**config.mk**
```make
export PLATFORM = sky130hd
export DESIGN_NAME = phase_blank_accum
export DESIGN_NICKNAME = d
export VERILOG_FILES = /design/src/rtl/phase_blank_accum.sv
export SDC_FILE = /design/constraint.sdc
export NUM_CORES = 1
export LEC_CHECK = 0
export ABC_AREA = 0
export BUFFER_PORTS_ARGS = -buffer_cell sky130_fd_sc_hd__buf_2
export CAP_MARGIN = 40
export CORE_AREA = 5 5 156 158
export DETAILED_ROUTE_END_ITERATION = 7
export DIE_AREA = 0 0 161 163
export PLACE_DENSITY = 0.76
export SETUP_SLACK_MARGIN = 0.5
export SLEW_MARGIN = 0
export SYNTH_ARGS = -nofsm -noshare
export SYNTH_HDL_FRONTEND = slang
export SYNTH_SLANG_ARGS = --single-unit
```
**constraint.sdc**
```tcl
create_clock -name clk -period 4.75 [get_ports clk]
set_input_delay 0 -clock clk [delete_from_list [all_inputs] [get_ports clk]]
set_output_delay 0 -clock clk [all_outputs]
set_load 0.03 [all_outputs]
```
**src/rtl/phase_blank_accum.sv**
```systemverilog
module phase_blank_accum #(
  parameter int SMP_W = 12,
  parameter int PER_W = 14,
  parameter int BLK_W = 8,
  parameter int ACC_W = 28
) (
  input  logic             clk,
  input  logic             rst,
  input  logic             stb,
  input  logic [SMP_W-1:0] smp,
  input  logic             phase,
  input  logic [BLK_W-1:0] blank_len,
  input  logic [PER_W-1:0] period_len,
  output logic             res_valid,
  output logic [ACC_W-1:0] sum0,
  output logic [ACC_W-1:0] sum1,
  output logic [PER_W-1:0] cnt0,
  output logic [PER_W-1:0] cnt1
);
  localparam int NPH = 2;

  logic             prev_ph;
  logic [BLK_W-1:0] blank_cnt;
  logic [PER_W-1:0] per_cnt;
  logic [ACC_W-1:0] acc    [NPH];
  logic [ACC_W-1:0] acc_nx [NPH];
  logic [PER_W-1:0] num    [NPH];
  logic [PER_W-1:0] num_nx [NPH];

  wire toggle = stb && (phase != prev_ph);
  wire drop   = toggle ? (blank_len != '0) : (blank_cnt != '0);
  wire take   = stb && !drop;
  wire last   = stb && ({1'b0, per_cnt} + 1'b1 >= {1'b0, period_len});

  always_comb begin
    for (int i = 0; i < NPH; i++) begin
      acc_nx[i] = acc[i];
      num_nx[i] = num[i];
      if (take && phase == 1'(i)) begin
        acc_nx[i] = acc[i] + ACC_W'(smp);
        num_nx[i] = num[i] + 1'b1;
      end
    end
  end

  always_ff @(posedge clk) begin
    if (rst) begin
      prev_ph   <= phase;
      blank_cnt <= blank_len;
      per_cnt   <= '0;
      res_valid <= 1'b0;
      sum0 <= '0; sum1 <= '0; cnt0 <= '0; cnt1 <= '0;
      for (int i = 0; i < NPH; i++) begin
        acc[i] <= '0;
        num[i] <= '0;
      end
    end else begin
      res_valid <= last;
      if (stb) begin
        prev_ph <= phase;
        if (toggle)
          blank_cnt <= (blank_len == '0) ? '0 : blank_len - 1'b1;
        else if (blank_cnt != '0)
          blank_cnt <= blank_cnt - 1'b1;
        per_cnt <= last ? '0 : per_cnt + 1'b1;
        if (last) begin
          sum0 <= acc_nx[0]; sum1 <= acc_nx[1];
          cnt0 <= num_nx[0]; cnt1 <= num_nx[1];
        end
        for (int i = 0; i < NPH; i++) begin
          acc[i] <= last ? '0 : acc_nx[i];
          num[i] <= last ? '0 : num_nx[i];
        end
      end
    end
  end
endmodule


```
### Word-level counts from Yosys, hierarchy flattened

Memory sizes are Yosys's and may differ from the RTL's.
Cells that the tools add are included.

| cells by class | value |
|---|---|
| add/sub/neg operators | 8 |
| multiply operators | 0 |
| div/mod/pow operators | 0 |
| magnitude comparators | 1 |
| eq/ne operators | 1 |
| shifts and indexed selects | 0 |
| multiplexer cells | 26 |
| bitwise operators | 5 |
| reduce and logical (&&, ||, !) cells | 13 |

Operators by type and width:

| cell | count |
|---|---|
| 28-bit two-way mux | 6 |
| 14-bit two-way mux | 7 |
| 28-bit by 12-bit adder with 28-bit output | 2 |
| 14-bit by 1-bit adder with 14-bit output (second input constant) | 3 |
| 8-bit two-way mux | 5 |
| 8-bit nonzero test | 2 |
| 8-bit by 1-bit subtractor with 8-bit output (second input constant) | 2 |
| 14-bit by 1-bit adder with 15-bit output (second input constant) | 1 |
| 15-bit by 14-bit >= comparator with 1-bit output | 1 |
| 8-bit logical NOT | 1 |
| 1-bit two-way mux | 8 |
| 1-bit logical AND | 5 |
| 1-bit bitwise OR | 4 |
| 2-bit AND reduction | 2 |
| 3-bit nonzero test | 1 |
| 2-bit nonzero test | 1 |
| 1-bit logical NOT | 1 |
| 1-bit != test | 1 |
| 1-bit inverter | 1 |

| storage, ports and cells | value |
|---|---|
| bits in registers | 108 |
| bits in latches | 0 |
| bits in writable memories | 84 |
| bits in read-only memories | 0 |
| input port bits | 38 |
| output and inout port bits | 85 |
| word-level logic and storage cells | 64 |
| memories | 2 |

Memories:

| name | words | bits a word | rd ports | clocked after Yosys merged registers in | wr ports | line | source |
|---|---|---|---|---|---|---|---|
| acc | 2 | 28 | 2 | 0 | 2 | 25 | `logic [ACC_W-1:0] acc [NPH];` |
| num | 2 | 14 | 2 | 0 | 2 | 27 | `logic [PER_W-1:0] num [NPH];` |

### Longest topological paths before layout

| depth | value |
|---|---|
| depth after elaboration | 9 |
| mapped depth | 15 |

### Worst setup path after synthesis

Ideal clock, no wire load.

| path | value |
|---|---|
| path type | register to register |
| start point | reg per_cnt[0] |
| end point | mem acc[0][0] (data pin) |
| arrival | 3283 ps |
| slack | 1202 ps |
| cell stages (with the launch flop) | 16 |
| clock period less this slack | 3548 ps |
| cell sequence | dfxtp_1 ha_1 nand3_1 or2_2 nor2_1 nand3_1 xnor2_1 ha_1 nand2_1 nor4_1 o21ai_0 o311a_1 nand2_1 clkbuf_1 buf_1 nor2_1 |

RTL lines:

| what | line | source |
|---|---|---|
| start: declaration | 24 | `logic [PER_W-1:0] per_cnt;` |
| start signal: assignment | 65 | `per_cnt <= last ? '0 : per_cnt + 1'b1;` |
| end: declaration | 25 |  |

==> results by group <==
Outcome
  – Status: finished, final reports clean

Die
  – FP Rows: 56
  – Die area: 26240 µm²
  – Starting Density: about 45%
  – Die width: 161 µm
  – Die H: approximately 160 µm
  – Core ar.: approximately 23000 µm²
  – I/O Pins: 123

Critical path
  – CP Data Required Time: between 5 and 6 ns
  – R2R Setup Slk: roughly 0.84 ns
  – WS Path Type: flop to flop
  – Crit start category: flop
  – WP data arrival: between 4 and 5 ns
  – Worst Path Max Fanout: 30
  – Crit end category: flop

Clock tree
  – Max Buffers Root-to-Sink: 2
  – Total clock sinks: around 190
  – Clock Tree Root: clkbuf_16
  – Clock tree from TritonCTS: done
  – CTS Buf Count: 17
  – H-tree lvl count: 4
  – Clk Latency, worst-skew pair: 0.44 ns
  – Clk slew on worst S/H paths: 0.07 ns

Final layout
  – Reg area: 4775 µm²
  – Multi-input logic area: 5220 µm²
  – Design area: 12180 µm²
  – Area Overhead vs Synth: 16.61%
  – Share of layout cells above drive strength 1: 16.33%
  – Fill cell count: between 2000 and 2500
  – Nets: roughly 1300
  – Final non-filler cell total: about 1500
  – Antenna Cells: 0

Logic synthesis
  – Flops & latches, synth: about 190
  – Adder-Cell Fraction of Synth Area: under 10%
  – Cell count after synthesis: 1096
  – Post-Synth XOR/XNOR Area: roughly 5.5%
  – Count leader, synth: nor2_1
  – Area contributors post-synth: edfxtp_1 27%, dfxtp_1 19%, nor2_1 6.1%
  – Post-synth top area share: approximately a quarter
  – Most frequent cells after synthesis: 171 x nor2_1, 99 x dfxtp_1, 93 x edfxtp_1
  – YS warnings: 0
  – EDFF count, synth: between 90 and 100
  – Fraction of registers with async set/reset: 0%
  – Number of distinct library cells after synthesis: between 60 and 70
  – Largest family of logic cells by synthesized area: compound AO/OA/AOI/OAI gates
  – Syn_area_per_cell: between 9 and 10 µm²
  – Cell Area, Synth: 10440 µm²
  – Biggest area consumer among synthesized cells: edfxtp_1
  – Post-Synth Simple-Gate Area: 18.09%
  – Synth Flop Type: dfxtp_1
  – Sequential element share of the synthesized area: around 46%
  – Synth Area in Compound Gates: 18.28%
  – Mux cell area share after synthesis: roughly 2.5%
  – Synth Net Count: between 1000 and 1500

Global route
  – Initial antenna violation count: 0
  – GRT Util Overall: around a fifth
  – Gr ovfl total: 0
  – First-pass GRT wire length: 41430 µm
  – Met1 Use GR: roughly 26%
  – Vias in the first global route: about 8300
  – GR peak layer: met2
  – Largest net degree at the start of global routing: 77
  – Met2 Usage GRT: a little under a third
  – Met3 Usage GRT: under 10%

Drt
  – Starting DRT DRC Count: about 760
  – Routed length per instance: ~18 µm
  – First-pass iteration count of the detailed router: 5
  – Via count: a little under 9000
  – Post-route ant nets: 0
  – Vias per Instance: ~6
  – WL final: about 27000 µm
  – Post-route DRC: 0

STA
  – Skew final: 0.01619 ns
  – Fin crit share: 82.40%
  – Setup Total Neg Slack: 0 ns
  – RSZ-0062 raised after global routing: false
  – Measured slew at the worst slew-check pin: 0.7730 ns
  – Maximum clock rate: 255.5 MHz
  – Final Max Tran Viols: 0
  – Final Setup Violations: 0
  – Slew headroom: 47.93%
  – Min cycle time layout: 3.914 ns
  – Hold Violations, Final: 0

Placed design
  – RePlAce Congestion: 0.8189
  – Post-DP HPWL: between 15000 and 20000 µm
  – Post-placement cell count: ~1500
  – Port Buffers: roughly 120
  – Area after DPL: between 10000 and 15000 µm²

Power
  – Leak: 4.710 nW
  – PD cells: just over 300 nW/µm²
  – Max VDD drop: 172.9 µV
  – Final Power: around 3.8 mW

Hold path
  – Worst hold path type: input port to flop

Run
  – Max-Cap Viols: 0
## routing by layer
metal | part of all wire [%] | wire length [µm] | up-vias
li1 | - | - | 4333
met1 | 45 | 11930 | 4224
met2 | 48 | 12650 | 294
met3 | 5.2 | 1371 | 49
met4 | 2.3 | 622 | 0
met5 | 0 | 0 | -
## report_power, final
part           total (mW)  internal (mW)  leakage, nW  switching (mW)
clock                1.51          0.802        0.309           0.711
combinational       0.420          0.164         2.58           0.255
sequential           1.84           1.80         1.82          0.0486
total                3.78           2.76         4.71            1.01
## stage by stage
stage / utilization [%] / worst slack, ns / hold slack [ns]
finish: 52.98 / 0.8360 / 0.08519
CTS: 52.83 / 0.8230 / 0.05499
global route: 52.98 / 0.5003 / 0.1227
detailed placement: 49.47 / 0.8524 / 0.3133
global placement: 49.31 / 0.9967 / 0.3088
floorplan: - / 1.202 / 0.09887
## kinds of logic after synthesis
logic type      count (synthesis)
mux                            26
xor+xnor                       66
simple gates                  387
buf+inv                       113
compound gates                267
flops                         192
fa+ha+maj                      45
## path summary, 6_finish.rpt
| check | start | to | cells after the start |
|---|---|---|---|
| max | per_cnt[0] | acc[0][21] | 13 |
| min | blank_len[0] | blank_cnt[3] | 5 |
| max reg2reg | per_cnt[0] | acc[0][21] | 13 |
| min reg2reg | sum0[2] | sum0[2] | 2 |
## what timing repair did
item / CTS / global route
buffers inserted: 0 / 1
setup endpoints to repair: 0 / 3
hold buffers: 15 / 0
gates resized for setup: 0 / 2
endpoints found under the hold margin: 9 / 0
## layout by cell type (no fill, tap or decap), types with 7 or more instances in the layout
master / synthesis / final
edfxtp_1: 93 / 93
nand2b_1: 12 / 12
o2111ai_1: 9 / 9
a31oi_1: 9 / 9
xor2_1: 29 / 29
a311oi_1: 16 / 16
o31ai_1: 10 / 10
mux2i_1: 24 / 24
or4_1: 7 / 7
ha_1: 43 / 43
a22o_1: 8 / 8
clkbuf_16: 0 / 19
o22ai_1: 15 / 15
or3_1: 10 / 10
nor2_1: 171 / 171
nor4_1: 9 / 9
inv_1: 51 / 50
buf_4: 1 / 16
nand2_1: 47 / 46
nand3_1: 38 / 38
and3_1: 21 / 21
xnor2_1: 37 / 37
dlygate4sd3_1: 0 / 15
a21o_1: 19 / 19
a21oi_1: 41 / 41
o211ai_1: 11 / 11
a211oi_1: 68 / 68
buf_2: 6 / 121
o21ai_0: 26 / 26
dfxtp_1: 99 / 99
nor3_1: 17 / 17
nand4_1: 19 / 19
## state kept, by name (all words and copies together) (netlist names), 8 cells and up
name       count
sum1          28
blank_cnt      8
cnt1          14
per_cnt       14
acc           56
sum0          28
cnt0          14
num           28
## critical path: stages (launching register included)
cell and delay [ns]:
dfxtp_1 0.41, ha_1 0.25, nand3_1 0.18, or2_2 0.37
nor2_1 0.24, xor2_1 0.21, ha_1 0.26, nand4_1 0.16
a211oi_1 0.08, a2111oi_0 0.55, o311a_1 0.26, nand2_2 0.33
buf_12 0.31, a21oi_1 0.13
## layout make-up
cell class	instances	area share [%]
multi-input cells	791	42.87
clock buffers	19	3.812
well taps	290	2.980
flip-flops and latches	192	39.21
inverters	51	1.582
clock inverters	13	1.305
repair buffers	159	8.241
Power figures use the tool's default switching activity.
